===== src/rtl/ts_prbs_pkg.sv =====
package ts_prbs_pkg;
  // Frame geometry: 32 timeslots of 8 bits
  localparam int SLOT_W = 5;
  localparam int BIT_W  = 3;

  typedef enum logic [1:0] {
    SRC_RX     = 2'b00,
    SRC_TXOUT  = 2'b01,
    SRC_TXIN_A = 2'b10,
    SRC_TXIN_B = 2'b11
  } ana_src_e;

  // top bit selects every timeslot, otherwise an exact match
  function automatic logic slot_hit(input logic [SLOT_W:0] sel,
                                    input logic [SLOT_W-1:0] slot);
    return sel[SLOT_W] | (sel[SLOT_W-1:0] == slot);
  endfunction
endpackage


===== src/rtl/ts_bit_timer.sv =====
module ts_bit_timer #(
  parameter int SLOT_W = 5,
  parameter int BIT_W  = 3
) (
  input  logic              clk,
  input  logic              rst,
  input  logic              frame_sync,
  output logic [SLOT_W-1:0] slot_o
);
  localparam int POS_W = SLOT_W + BIT_W;

  logic [POS_W-1:0] pos_q;
  logic [POS_W-1:0] pos_cur;

  assign pos_cur = frame_sync ? '0 : pos_q + 1'b1;
  assign slot_o  = pos_cur[POS_W-1 -: SLOT_W];

  always_ff @(posedge clk) begin
    if (rst) pos_q <= '1;
    else     pos_q <= pos_cur;
  end

  AST_POS_WRAP: assert property (@(posedge clk) disable iff (rst)
    (!frame_sync && pos_q == '1) |=> pos_q == '0);
endmodule


===== src/rtl/ts_prbs_gen.sv =====
module ts_prbs_gen #(
  parameter int LFSR_W = 15,
  parameter int TAP_LO = 14
) (
  input  logic clk,
  input  logic rst,
  input  logic en,
  input  logic step,
  output logic bit_o
);
  logic [LFSR_W-1:0] st;
  logic              fb;

  assign fb    = st[LFSR_W-1] ^ st[TAP_LO-1];
  assign bit_o = fb;

  always_ff @(posedge clk) begin
    if (rst || !en)  st <= '1;
    else if (step)   st <= {st[LFSR_W-2:0], fb};
  end

  AST_GEN_NONZERO: assert property (@(posedge clk) disable iff (rst)
    st != '0);
endmodule


===== src/rtl/ts_prbs_chk.sv =====
module ts_prbs_chk #(
  parameter int LFSR_W   = 15,
  parameter int TAP_LO   = 14,
  parameter int LO_W     = 7,
  parameter int LOCK_RUN = 32
) (
  input  logic              clk,
  input  logic              rst,
  input  logic              en,
  input  logic              hit,
  input  logic              lof,
  input  logic              sample,
  input  logic              clr,
  output logic [2*LO_W-1:0] cnt_o,
  output logic              locked_o
);
  localparam int CNT_W = 2 * LO_W;
  localparam int RUN_W = $clog2(LOCK_RUN + 1);
  localparam logic [RUN_W-1:0] RUN_MAX = RUN_W'(LOCK_RUN);

  logic [LFSR_W-1:0] hist;
  logic [RUN_W-1:0]  run;
  logic [RUN_W-1:0]  run_inc;
  logic [CNT_W-1:0]  cnt;
  logic              locked;
  logic              active;
  logic              pred;
  logic              miss;

  assign active  = en & hit & ~lof;
  assign pred    = hist[LFSR_W-1] ^ hist[TAP_LO-1];
  assign miss    = sample ^ pred;
  assign run_inc = (run == RUN_MAX) ? run : run + 1'b1;

  always_ff @(posedge clk) begin
    if (rst) begin
      hist   <= '1;
      run    <= '0;
      locked <= 1'b0;
      cnt    <= '0;
    end else begin
      if (active) hist <= {hist[LFSR_W-2:0], sample};

      if (!en) begin
        run    <= '0;
        locked <= 1'b0;
      end else if (active) begin
        if (miss) begin
          run    <= '0;
          locked <= 1'b0;
        end else begin
          run    <= run_inc;
          locked <= (run_inc == RUN_MAX);
        end
      end

      if (clr)                           cnt <= '0;
      else if (active && miss && cnt != '1) cnt <= cnt + 1'b1;
    end
  end

  assign cnt_o    = cnt;
  assign locked_o = locked;

  AST_CNT_SAT: assert property (@(posedge clk) disable iff (rst)
    (cnt == '1 && !clr) |=> cnt == '1);
  AST_LOF_HOLD: assert property (@(posedge clk) disable iff (rst)
    (lof && !clr) |=> $stable(cnt));
  AST_CLR_ZERO: assert property (@(posedge clk) disable iff (rst)
    clr |=> cnt == '0);
  AST_LOCK_RUN: assert property (@(posedge clk) disable iff (rst)
    $rose(locked) |-> run == RUN_MAX);
endmodule


===== src/rtl/ts_prbs_engine.sv =====
module ts_prbs_engine
  import ts_prbs_pkg::*;
#(
  parameter int LFSR_W   = 15,
  parameter int TAP_LO   = 14,
  parameter int LO_W     = 7,
  parameter int LOCK_RUN = 32
) (
  input  logic            clk,
  input  logic            rst,
  input  logic            frame_sync,
  input  logic            tx_in,
  input  logic            rx_bit,
  input  logic            gen_en,
  input  logic [SLOT_W:0] gen_slot,
  input  logic            ana_en,
  input  logic [SLOT_W:0] ana_slot,
  input  logic [1:0]      ana_src,
  input  logic            lof,
  input  logic            clr_cnt,
  output logic            tx_out,
  output logic [LO_W:0]   err_lo,
  output logic [LO_W:0]   err_hi,
  output logic            seq_ok
);
  logic [SLOT_W-1:0] slot;
  logic              gen_bit;
  logic              gen_hit;
  logic              ana_hit;
  logic              tx_next;
  logic              ana_bit;
  logic [2*LO_W-1:0] cnt;

  ts_bit_timer #(.SLOT_W(SLOT_W), .BIT_W(BIT_W)) u_timer (
    .clk(clk), .rst(rst), .frame_sync(frame_sync), .slot_o(slot)
  );

  assign gen_hit = gen_en & slot_hit(gen_slot, slot);
  assign ana_hit = slot_hit(ana_slot, slot);

  ts_prbs_gen #(.LFSR_W(LFSR_W), .TAP_LO(TAP_LO)) u_gen (
    .clk(clk), .rst(rst), .en(gen_en), .step(gen_hit), .bit_o(gen_bit)
  );

  assign tx_next = gen_hit ? gen_bit : tx_in;

  always_comb begin
    case (ana_src_e'(ana_src))
      SRC_RX:    ana_bit = rx_bit;
      SRC_TXOUT: ana_bit = tx_next;
      default:   ana_bit = tx_in;
    endcase
  end

  ts_prbs_chk #(.LFSR_W(LFSR_W), .TAP_LO(TAP_LO), .LO_W(LO_W), .LOCK_RUN(LOCK_RUN)) u_chk (
    .clk(clk), .rst(rst), .en(ana_en), .hit(ana_hit), .lof(lof),
    .sample(ana_bit), .clr(clr_cnt), .cnt_o(cnt), .locked_o(seq_ok)
  );

  always_ff @(posedge clk) begin
    if (rst) tx_out <= 1'b1;
    else     tx_out <= tx_next;
  end

  assign err_lo = {1'b1, cnt[LO_W-1:0]};
  assign err_hi = {1'b0, cnt[2*LO_W-1:LO_W]};

  AST_TX_PASS: assert property (@(posedge clk) disable iff (rst)
    !gen_en |=> tx_out == $past(tx_in));
endmodule


===== config.mk =====
export PLATFORM = sky130hd
export DESIGN_NAME = ts_prbs_engine
export DESIGN_NICKNAME = d
export VERILOG_FILES = /design/src/rtl/ts_prbs_pkg.sv /design/src/rtl/ts_bit_timer.sv /design/src/rtl/ts_prbs_gen.sv /design/src/rtl/ts_prbs_chk.sv /design/src/rtl/ts_prbs_engine.sv
export SDC_FILE = /design/constraint.sdc
export NUM_CORES = 1
export LEC_CHECK = 0
export ABC_AREA = 0
export BUFFER_PORTS_ARGS = -buffer_cell sky130_fd_sc_hd__buf_2
export CORE_MARGIN = 5
export CORE_UTILIZATION = 59
export CTS_BUF_LIST = sky130_fd_sc_hd__clkbuf_4
export CTS_CLUSTER_DIAMETER = 40
export DETAILED_ROUTE_END_ITERATION = 10
export PLACE_DENSITY = 0.87
export SLEW_MARGIN = 20
export SYNTH_ARGS = -nofsm -noshare
export SYNTH_HDL_FRONTEND = slang
export SYNTH_SLANG_ARGS = --single-unit

===== constraint.sdc =====
create_clock -name clk -period 4.3 [get_ports clk]
set_input_delay 0.86 -clock clk [delete_from_list [all_inputs] [get_ports clk]]
set_output_delay 0.86 -clock clk [all_outputs]
set_load 0.01 [all_outputs]

* Word level (Yosys, flattened, before mapping)
Index checks and enable logic that the tools add are counted.
Word-level totals: bits in registers 60, input port bits 23, output and inout port bits 18, logic and storage cells 39
Cells by class: $add $sub $neg 3, equal/unequal tests 6, muxes and demuxes 6, bitwise operators 10, reduce and logical (&&, ||, !) cells 7
Operator list (number):
- $add A14 B1 Y14 const B | 1
- $ne A14 B14 Y1 const B | 1
- $eq A6 B6 Y1 const B | 2
- $mux W6 | 2
- $eq A5 B5 Y1 | 2
- $add A8 B1 Y8 const B | 1
- $mux W8 | 1
- $add A6 B1 Y6 const B | 1
- $reduce_or A2 Y1 | 2
- $and A1 B1 Y1 | 3
- $xor A1 B1 Y1 | 3
- $eq A2 B1 Y1 const B | 1
- $logic_and A1 B1 Y1 | 2
- $logic_not A2 Y1 | 1
- $mux W1 | 2
- $not A1 Y1 | 2
- $or A1 B1 Y1 | 2
- $pmux W1 S2 | 1
- $logic_not A1 Y1 | 1
- $logic_or A1 B1 Y1 | 1

* Depth between registers and ports, before layout
Gate-level depths: netlist (run 1).
depth after elaboration 10, gate-level depth with buffers 11, mapped depth without buffers 10

* Cells and area by module
From an unflattened synthesis (run 1), not the netlist that was laid out.
Unflattened totals: cell total of the unflattened synthesis 340, area, all modules 2997.9 um^2
Modules (own cells, without submodules):
- ts_prbs_chk | instances 1, cells an instance 212, area an instance 1776.7 um^2, seq. area each 720.7 um^2
- ts_prbs_gen | instances 1, cells an instance 51, area an instance 570.5 um^2, seq. area each 300.3 um^2
- ts_bit_timer | instances 1, cells an instance 49, area an instance 412.9 um^2, seq. area each 160.2 um^2
- ts_prbs_engine | instances 1, cells an instance 28, area an instance 237.7 um^2, seq. area each 20.0 um^2

* Least setup slack after synthesis (run 1)
No wires, ideal clock.
path type in2reg, start point in frame_sync, end point reg u_chk.cnt[12], in the netlist u_chk.cnt_o[12], setup time 0.086 ns, data arrival time 3.496 ns, data required time 4.214 ns, path slack 0.718 ns, stages 8, path buffers 0, cells stage by stage or4_4 > and3_4 > or4_4 > o31a_1 > and2_4 > xnor2_2 > or4b_1 > a221oi_2
On the way: word-level cells in the longest chain between the ends 9, elaborated cells on any way between the ends 13, those cells by class eq/ne (2); mux (3); bitwise (6); reduce/logical (2)
Ends and longest elaborated chain:
- start, declared | line ts_prbs_engine.sv:11 | input logic frame_sync,
- $mux W8 * | line ts_bit_timer.sv:15 | assign pos_cur = frame_sync ? '0 : pos_q + 1'b1;
- $eq A5 B5 Y1 | line ts_prbs_pkg.sv:16 | return sel[SLOT_W] | (sel[SLOT_W-1:0] == slot);
- $or A1 B1 Y1 | line ts_prbs_pkg.sv:16
- $and A1 B1 Y1 | line ts_prbs_engine.sv:38 | assign gen_hit = gen_en & slot_hit(gen_slot, slot);
- $mux W1 | line ts_prbs_engine.sv:45 | assign tx_next = gen_hit ? gen_bit : tx_in;
- $pmux W1 S2 | line ts_prbs_engine.sv:48 | case (ana_src_e'(ana_src))
- $xor A1 B1 Y1 | line ts_prbs_chk.sv:32 | assign miss = sample ^ pred;
- $logic_and A1 B1 Y1 * (2 in a row) | line ts_prbs_chk.sv:58 | else if (active && miss && cnt != '1) cnt <= cnt + 1'b1;
- end signal, assigned | line ts_prbs_chk.sv:58
- end, declared | line ts_prbs_chk.sv:24 | logic [CNT_W-1:0] cnt;
Mark *: on every way between the ends. The rest lies on a longest branch, timed or not. A chain may end at the register's enable or synchronous reset.

* Worst setup path after layout (run 1)
start point in frame_sync, end point reg u_chk.cnt[5], in the netlist u_chk.cnt_o[5]
Same word-level chain as after synthesis.

==> metrics.md, run 1 <==
| Metric | Value |
|---|---|
| Status | `finished clean` |
| Die area | `6660 sq um` |
| Root buf cell | `clkbuf_4` |
| Post-route cell area | `3450 sq um` |
| Cell accounting for the most synthesized area | `dfxtp_1` |
| WP data arrival | `3860 ps` |
| Detail Placement HPWL | `4550 um` |
| Max_cap viols | `0` |
| DRT iter0 DRCs | `181` |
| Synth Cell Area | `3030 sq um` |
| Die Y | `81.6 um` |
| Slew Limit Fails | `0` |
| Post-synth top area share | `39.7%` |
| Syn Inst Count | `353` |
| XOR/XNOR Fraction of Synth Area | `5.33%` |
| Critical Path Source Type | `input port` |
| TritonCTS buffer count | `9` |
| Clock period minus final worst setup slack | `3530 ps` |
| Setup violators final | `0` |
| Antenna violations before repair | `0` |
| Number of diodes | `0` |
| Adder-Cell Fraction of Synth Area | `1.65%` |
| Via count | `2,608` |
| Largest net degree at the start of global routing | `29` |
| Netlist cell types | `56` |
| Crit Path Max Fanout | `17` |
| Final Util | `68.4%` |
| Synth Area in Compound Gates | `11.7%` |
| Nets | `417` |
| Post-synthesis sequential area ratio | `39.7%` |
| Layout Skew | `9.13 ps` |
| FMAX | `283 MHz` |
| Critical path class | `in -> reg` |
| Clk buf depth | `2` |
| First-pass GRT wire length | `10,500 um` |
| TNS Setup | `0 ps` |
| Antenna Nets Post-Route | `0` |
| Post-synth ARST share | `0%` |
| Average wire per standard cell | `13.3 um` |
| Via density per instance | `5.61` |
| Core area | `5040 sq um` |
| TritonCTS clock tree | `built` |
| Hold path depth | `2` |
| Main area contributors after synthesis | `dfxtp_1 40%, nand2_1 8.2%, mux2i_1 6.0%` |
| P_leak | `0.00143 uW` |
| Clock sinks | `60` |
| Area grow syn2layout | `13.9%` |
| Predominant post-synthesis flop cell | `dfxtp_1` |
| Tot GR Track Use | `20.1%` |
| Post-CTS sizing | `0` |
| Reg2reg path depth | `10` |
| Fill cell count | `424` |
| Crit path capture type | `flip-flop` |
| Simple-Gate Fraction of Synth Area | `32.1%` |
| PD cells | `354 nW/um^2` |
| Grt ovf | `0` |
| Starting density of the core | `60.0%` |
| Post-DP Area | `3270 sq um` |
| Clk Latency, worst-skew pair | `400 ps` |
| Final Hold Viols | `0` |
| Slew HR | `43.5%` |
| Gpl congestion | `0.803` |
| Worst slew pin tran | `844 ps` |
| Final worst path period share | `82.1%` |
| Power Total | `1220 uW` |
| IO Pins | `41` |
| H-tree depth | `3` |
| Final WL | `6210 um` |
| Share of cells above drive strength 1 | `19.0%` |
| Hold Path Class | `reg -> reg` |
| Clk slew on worst S/H paths | `100 ps` |
| CP required | `4630 ps` |
| Warnings from Yosys | `0` |
| Row cnt | `26` |
| Port bufs | `38` |
| Yosys reg bits | `60` |
| Largest family of logic cells by synthesized area | `simple AND/OR/NAND/NOR gates` |
| Vias in the first global route | `2,421` |
| Worst vdd ir | `0.335 mV` |
| Hold buffers post-CTS | `0` |
| Avg Inst Size Synth | `8.57 sq um` |
| Post-Syn Nets | `380` |
| RSZ-0062 raised after global routing | `no` |
| Pre-antenna DRT Iters | `4` |
| Post-synthesis mux area share | `5.95%` |
| Drt drc | `0` |
| EDFF count, synth | `0` |
| DIE WIDTH | `81.6 um` |
| Post-CTS Setup Inserts | `0` |
cell families (layout without fill, tap and decap cells):
family                     after synthesis  count (layout)
DFF                                     60              60
buffers and inverters                   23              65
muxes                                   18              18
and+or+nand+nor                        180             180
adders and majority gates                4               4
AOI/OAI and AO/OA                       50              50
xor gates and xnor gates                16              16
other                                    2               2
routing by layer:
layer  vias up  global-route usage (%)  part of all wire, %
li1       1322                       -                    -
met1      1223                    25.8                   46
met2        54                    33.0                   47
met3         9                    3.29                  5.2
met4         0                    9.63                  1.7
met5         -                       0                    0
layout make-up:
class | count | area, sq um | share of cell area (%)
Multi-Input combinational cell | 270 | 1740 | 50.3
Sequential cell | 60 | 1200 | 34.8
Timing Repair Buffer | 42 | 220 | 6.39
Clock inverter | 6 | 103 | 2.98
Tap cell | 70 | 87.6 | 2.54
Clock buffer | 10 | 75.1 | 2.18
Inverter | 7 | 26.3 | 0.762
cell usage in the layout, fill, tap and decap left out, types with 6 or more instances in the layout:
| cell type | n |
|---|---|
| inv_1 | 7 |
| clkbuf_4 | 10 |
| nand3_1 | 14 |
| nand2_1 | 66 |
| o21ai_0 | 9 |
| nor2_1 | 18 |
| nand4_1 | 7 |
| dfxtp_1 | 60 |
| xnor2_1 | 8 |
| mux2i_1 | 18 |
| nor3_1 | 6 |
| and3_1 | 6 |
| buf_2 | 38 |
| a21oi_1 | 16 |
| xor2_1 | 6 |
| nand3b_1 | 18 |
synth_stat cells, types with 3 or more instances:
cell type,count
and3_1,6
xor2_1,6
a21oi_1,16
or2_2,4
nand2_1,66
nor2b_1,4
xnor2_1,8
and2_1,3
nand4_1,7
nand3_1,14
nor4_1,5
nor3_1,6
o211ai_1,5
nand3b_1,18
dfxtp_1,60
nand2b_1,4
o21a_1,5
mux2i_1,18
o21ai_0,9
inv_1,7
nor2_1,18
ha_1,4
or3_1,5
or4_1,5
clkbuf_1,10
per-stage QoR:
step | instances | worst slack, ps | hold slack, ps
finish | 465 | 770 | 469
global route | 465 | 680 | 489
CTS | 465 | 804 | 465
detailed placement | 449 | 366 | 452
global placement | 449 | 440 | 447
floorplan | 353 | 718 | 437
power by group:
| part | total [uW] | internal (uW) | leakage [uW] | switching (uW) |
|---|---|---|---|---|
| clock | 495 | 297 | 0.0000955 | 199 |
| combinational | 140 | 61.0 | 0.000848 | 78.9 |
| sequential | 585 | 571 | 0.000489 | 13.5 |
| total | 1220 | 929 | 0.00143 | 291 |
flip-flops by register name, summed over array words and instances (netlist names):
register        cells
tx_out              1
u_chk.cnt_o        14
u_chk.hist         15
u_chk.locked_o      1
u_chk.run           6
u_gen.st           15
u_timer.pos_q       8
final timing paths:
path | start | endpoint | slack, ps
setup / recovery | frame_sync | u_chk.cnt_o[5] | 770
hold / removal | u_chk.locked_o | u_chk.locked_o | 470
setup reg to reg | u_timer.pos_q[2] | u_chk.cnt_o[5] | 850
hold reg to reg | u_chk.locked_o | u_chk.locked_o | 470
worst max-delay path: stages:
cell     delay (ps)
buf_2           170
or4_4           580
and3_4          200
or4_4           550
o41ai_4         360
and4_2          300
nor2_1           40
buf_4           180
or4_1           470
a21oi_1         140
(Power assumes the default switching activity.)
==> inputs of run 2 (changes only) <==
==> constraint.sdc (replaced) <==
create_clock -name clk -period 3.4 [get_ports clk]
set_input_delay 0.68 -clock clk [delete_from_list [all_inputs] [get_ports clk]]
set_output_delay 0.68 -clock clk [all_outputs]
set_load 0.01 [all_outputs]
==> run 2 against run 1 <==
Effect of this change: utilization increased by 1.5 points; clock power decreased by 13%; setup slack got worse by 630 ps; sequential power grew 26%.
==> metrics.md, run 2 (same netlist as run 1, synthesis figures left out) <==
| Metric | Value |
|---|---|
| Hold Path Class | `reg -> reg` |
| Pre-antenna DRT Iters | `4` |
| Clock sinks | `60` |
| Nets | `431` |
| Gpl congestion | `0.820` |
| DIE WIDTH | `81.6 um` |
| Detail Placement HPWL | `4790 um` |
| Most common cell after layout, fill and taps aside | `nand2_1` |
| TritonCTS clock tree | `built` |
| Via count | `2,681` |
| Area grow syn2layout | `16.5%` |
| H-tree depth | `3` |
| FMAX | `306 MHz` |
| Die area | `6660 sq um` |
| Crit Path Max Fanout | `5` |
| Core area | `5040 sq um` |
| Layout Skew | `15.7 ps` |
| Clock period minus final worst setup slack | `3260 ps` |
| PD cells | `389 nW/um^2` |
| TritonCTS buffer count | `9` |
| Crit path capture type | `flip-flop` |
| Grt ovf | `0` |
| Post-CTS Setup Inserts | `0` |
| IO Pins | `41` |
| P_leak | `0.00148 uW` |
| Critical path class | `reg -> reg` |
| Pint | `968 uW` |
| Average wire per standard cell | `13.7 um` |
| Slew HR | `45.8%` |
| Switch Pwr | `402 uW` |
| First-pass GRT wire length | `11,500 um` |
| Sequential Power Share | `54.0%` |
| Final WL | `6560 um` |
| Final Hold Viols | `0` |
| Clk buf depth | `2` |
| Comb power frac | `14.3%` |
| Root buf cell | `clkbuf_4` |
| Via density per instance | `5.60` |
| Clock share of power | `31.6%` |
| Status | `finished clean` |
| Max_cap viols | `0` |
| Worst vdd ir | `0.256 mV` |
| Largest net degree at the start of global routing | `29` |
| Hold buffers post-CTS | `0` |
| Vias in the first global route | `2,640` |
| RSZ-0062 raised after global routing | `no` |
| DRT iter0 DRCs | `153` |
| Clk Latency, worst-skew pair | `410 ps` |
| Switch share | `29.3%` |
| Hold Slack | `461 ps` |
| Tot GR Track Use | `21.7%` |
| Final worst path period share | `96.0%` |
| Final worst slack | `136 ps` |
| Port bufs | `38` |
| Slew Limit Fails | `0` |
| Number of diodes | `0` |
| Setup violators final | `0` |
| WP data arrival | `3580 ps` |
| Die Y | `81.6 um` |
| CP required | `3720 ps` |
| Critical Path Source Type | `flip-flop` |
| Starting density of the core | `60.0%` |
| Share of cells above drive strength 1 | `23.0%` |
| Placement Setup Slack | `-200 ps` |
| Drt drc | `0` |
| Antenna violations before repair | `0` |
| Row cnt | `26` |
| Commonest cells after routing, fill and taps aside | `66 x nand2_1, 58 x dfxtp_1, 38 x buf_2, 18 x mux2i_1, 18 x nand3b_1` |
| Antenna Nets Post-Route | `0` |
| Clk slew on worst S/H paths | `110 ps` |
| Worst slew pin tran | `810 ps` |
run 2: worst paths after layout:
kind,start,end,slack [ps],cells after the start
max,u_timer.pos_q[0],u_chk.cnt_o[12],140,10
min,u_chk.locked_o,u_chk.locked_o,460,2
max reg2reg,u_timer.pos_q[0],u_chk.cnt_o[12],140,10
min reg2reg,u_chk.locked_o,u_chk.locked_o,460,2
run 2: layout make-up:
class | instances | area, sq um
multi-input combinational | 270 | 1740
fill | 406 | 1520
sequential | 60 | 1200
timing repair buffer | 56 | 350
tap | 70 | 87.6
clock buffer | 9 | 67.6
clock inverter | 7 | 52.6
inverter | 7 | 26.3
run 2: through the flow:
| stage | setup TNS (ps) | total power (uW) | cell area, sq um | utilization (%) | instances |
|---|---|---|---|---|---|
| after detailed placement | -1730 | 950 | 3400 | 67.4 | 463 |
| final | 0 | 1370 | 3520 | 69.9 | 479 |
| after global placement | -791 | 942 | 3400 | 67.4 | 463 |
| after global routing | 0 | 1440 | 3520 | 69.9 | 479 |
| after CTS | 0 | 1380 | 3520 | 69.8 | 479 |
| after floorplan | 0 | 884 | 3030 | - | 353 |
run 2: critical path, stage by stage (launching register included):
cell      delay, ps
dfxtp_2         390
ha_2            220
nand2_1          90
or4_1           430
and3_1          200
or4_4           460
o31a_1          310
and2_4          190
xnor2_2         150
or4b_1          500
a221oi_2        230
run 2: power groups by stage:
| stage | sequential (uW) | clock (uW) | combinational (uW) |
|---|---|---|---|
| floorplan | 752 | 0 | 132 |
| global placement | 754 | 0 | 188 |
| detailed placement | 755 | 0 | 195 |
| CTS | 740 | 444 | 196 |
| global route | 743 | 477 | 217 |
| finish | 740 | 433 | 196 |
run 2: routing by layer:
layer  up-vias  part of all wire, %  global-route usage, %
li1       1349                    -                      -
met1      1255                   46                   27.3
met2        64                   47                   35.7
met3        13                  5.8                   5.48
met4         0                  1.5                   8.64
met5         -                    0                      0
run 2: repair_timing:
action                                  CTS  global route
pin swaps                                 0             1
resized for setup                         1             3
endpoints found under the setup margin    3            12
==> inputs of run 3 (changes only) <==
--- a/config.mk
+++ b/config.mk
@@ -13,6 +13,7 @@
 export CTS_CLUSTER_DIAMETER = 40
 export DETAILED_ROUTE_END_ITERATION = 10
 export PLACE_DENSITY = 0.87
+export REMOVE_ABC_BUFFERS = 1
 export SLEW_MARGIN = 20
 export SYNTH_ARGS = -nofsm -noshare
 export SYNTH_HDL_FRONTEND = slang
==> run 3 against run 2 <==
Effect of this change: routed wire length fell by 3.4%; maximum frequency is 0.18% lower; sequential power about the same; global-route usage is 1.2 points lower; die area stayed put; register-to-register slack barely moved; total power grew 9.0%; count of clock-buffer cells in the layout did not move; via count fell by 2.4%; sequential share of layout area is essentially flat; combinational power is essentially flat; largest power group unchanged; highest routed layer unchanged.
==> metrics.md, run 3 (same netlist as run 1, synthesis figures left out) <==
| Metric | Value |
|---|---|
| Crit path capture type | `flip-flop` |
| Grt ovf | `0` |
| Antenna Nets Post-Route | `0` |
| Fill cell count | `384` |
| Reg2reg path depth | `10` |
| Vias in the first global route | `2,506` |
| Root buf cell | `clkbuf_4` |
| WP data arrival | `3610 ps` |
| Slew HR | `41.7%` |
| Max_cap viols | `0` |
| FMAX | `306 MHz` |
| CP delay by family, top | `simple AND/OR/NAND/NOR gates` |
| Final Hold Viols | `0` |
| CP required | `3740 ps` |
| DIE WIDTH | `81.6 um` |
| Critical path class | `reg -> reg` |
| Number of diodes | `0` |
| Commonest cells after routing, fill and taps aside | `66 x nand2_1, 54 x dfxtp_1, 38 x buf_2` |
| Worst slew pin tran | `872 ps` |
| Critical Path Source Type | `flip-flop` |
| P_leak | `0.00148 uW` |
| RR Endpoint | `u_chk.cnt_o[5]` |
| Port bufs | `38` |
| R2R setup slack | `130 ps` |
| Buffers plus inverters on the worst setup path | `1` |
| Die area | `6660 sq um` |
| TritonCTS clock tree | `built` |
| TritonCTS buffer count | `9` |
| Clock period minus final worst setup slack | `3270 ps` |
| Clock sinks | `60` |
| Clk buf depth | `2` |
| Share of cells above drive strength 1 | `23.2%` |
| Drt drc | `0` |
| Hold Crit Start | `u_timer.pos_q[0]` |
| CP peak stage delay | `540 ps` |
| Critical path's most frequent cell | `or4_4` |
| Starting density of the core | `60.0%` |
| Average wire per standard cell | `13.2 um` |
| Final worst path period share | `96.2%` |
| Reg2reg start | `u_timer.pos_q[3]` |
| Most common cell after layout, fill and taps aside | `nand2_1` |
| Via count | `2,617` |
| Clk slew on worst S/H paths | `110 ps` |
| IO Pins | `41` |
| Gpl congestion | `0.895` |
| Row cnt | `26` |
| DRT iter0 DRCs | `140` |
| Setup violators final | `0` |
| Die Y | `81.6 um` |
| Placement Setup Slack | `-248 ps` |
| Antenna violations before repair | `0` |
| Status | `finished clean` |
| Core area | `5040 sq um` |
| H-tree depth | `3` |
| Detail Placement HPWL | `4570 um` |
| Critical Path, Cell by Cell | `nand3_4 > or4_4 > and3_4 > or4_4 > o31a_1 > a211oi_2 > nor2_1 > buf_4 > or4_1 > a21oi_1` |
| Hold path depth | `1` |
| Crit Path Max Fanout | `17` |
| Hold Slack | `462 ps` |
| Final WL | `6330 um` |
| CP max stage cell | `or4_4` |
| PD cells | `422 nW/um^2` |
| Via density per instance | `5.46` |
| First-pass GRT wire length | `10,700 um` |
| TNS Setup | `0 ps` |
| Worst vdd ir | `0.282 mV` |
| Slew Limit Fails | `0` |
| Layout Skew | `12.4 ps` |
| Tot GR Track Use | `20.5%` |
| Hold Path Class | `reg -> reg` |
| Largest net degree at the start of global routing | `29` |
| Area grow syn2layout | `16.9%` |
| Final worst slack | `130 ps` |
| Hold Path Sink | `u_timer.pos_q[0]` |
| Pre-antenna DRT Iters | `4` |
| Clk Latency, worst-skew pair | `400 ps` |
| Nets | `431` |
## run 3: cell type report
cell class	count	area [sq um]	share of cell area (%)
multi-input combinational	270	1730	48.9
clock inverter	7	91.3	2.58
inverter	7	26.3	0.743
sequential	60	1210	34.2
tap	70	87.6	2.48
clock buffer	9	67.6	1.91
timing repair buffer	56	325	9.19
## run 3: worst register-to-register path: cells and delay by family, from the launching register on
family / cells / cell delay [ps]
simple gates: 6 / 1870
compound gates: 3 / 770
flops: 1 / 390
buf+inv: 1 / 180
## run 3: through the flow
step / std cells / area, sq um / util [%] / total power (uW)
after global placement: 463 / 3370 / 66.9 / 939
after detailed placement: 463 / 3370 / 66.9 / 946
after global routing: 479 / 3540 / 70.2 / 1560
after CTS: 479 / 3530 / 70.0 / 1500
after floorplan: 337 / 2950 / - / 876
final: 479 / 3540 / 70.2 / 1490
## run 3: where the power goes
part / switching (uW) / internal (uW) / leakage, uW / total, uW
clock network: 266 / 294 / 0.0000756 / 560
logic: 103 / 90.1 / 0.000912 / 193
registers: 16.9 / 724 / 0.000488 / 741
## run 3: repair_timing
action	4_1_cts	5_1_grt
hold buffers	0	0
setup buffers	0	0
setup endpoints to repair	0	1
resized for setup	0	6
## run 3: worst max-delay path by stage
stage / from / endpoint / slack, ps / depth (start not counted)
floorplan: u_timer.pos_q[0] / u_chk.cnt_o[6] / -260 / 10
global placement: frame_sync / u_chk.cnt_o[5] / -180 / 10
detailed placement: frame_sync / u_chk.cnt_o[5] / -250 / 10
CTS: u_timer.pos_q[3] / u_chk.cnt_o[5] / 50 / 10
global route: u_timer.pos_q[6] / u_chk.cnt_o[5] / -3 / 10
finish: u_timer.pos_q[3] / u_chk.cnt_o[5] / 130 / 10
## run 3: layer usage
metal / part of all wire (%) / global-route usage [%] / vias to the layer above
met5: 0 / 0 / -
met4: 1.6 / 9.30 / 0
met3: 5.1 / 4.71 / 11
met2: 47 / 34.4 / 48
met1: 47 / 25.0 / 1213
li1: - / - / 1345
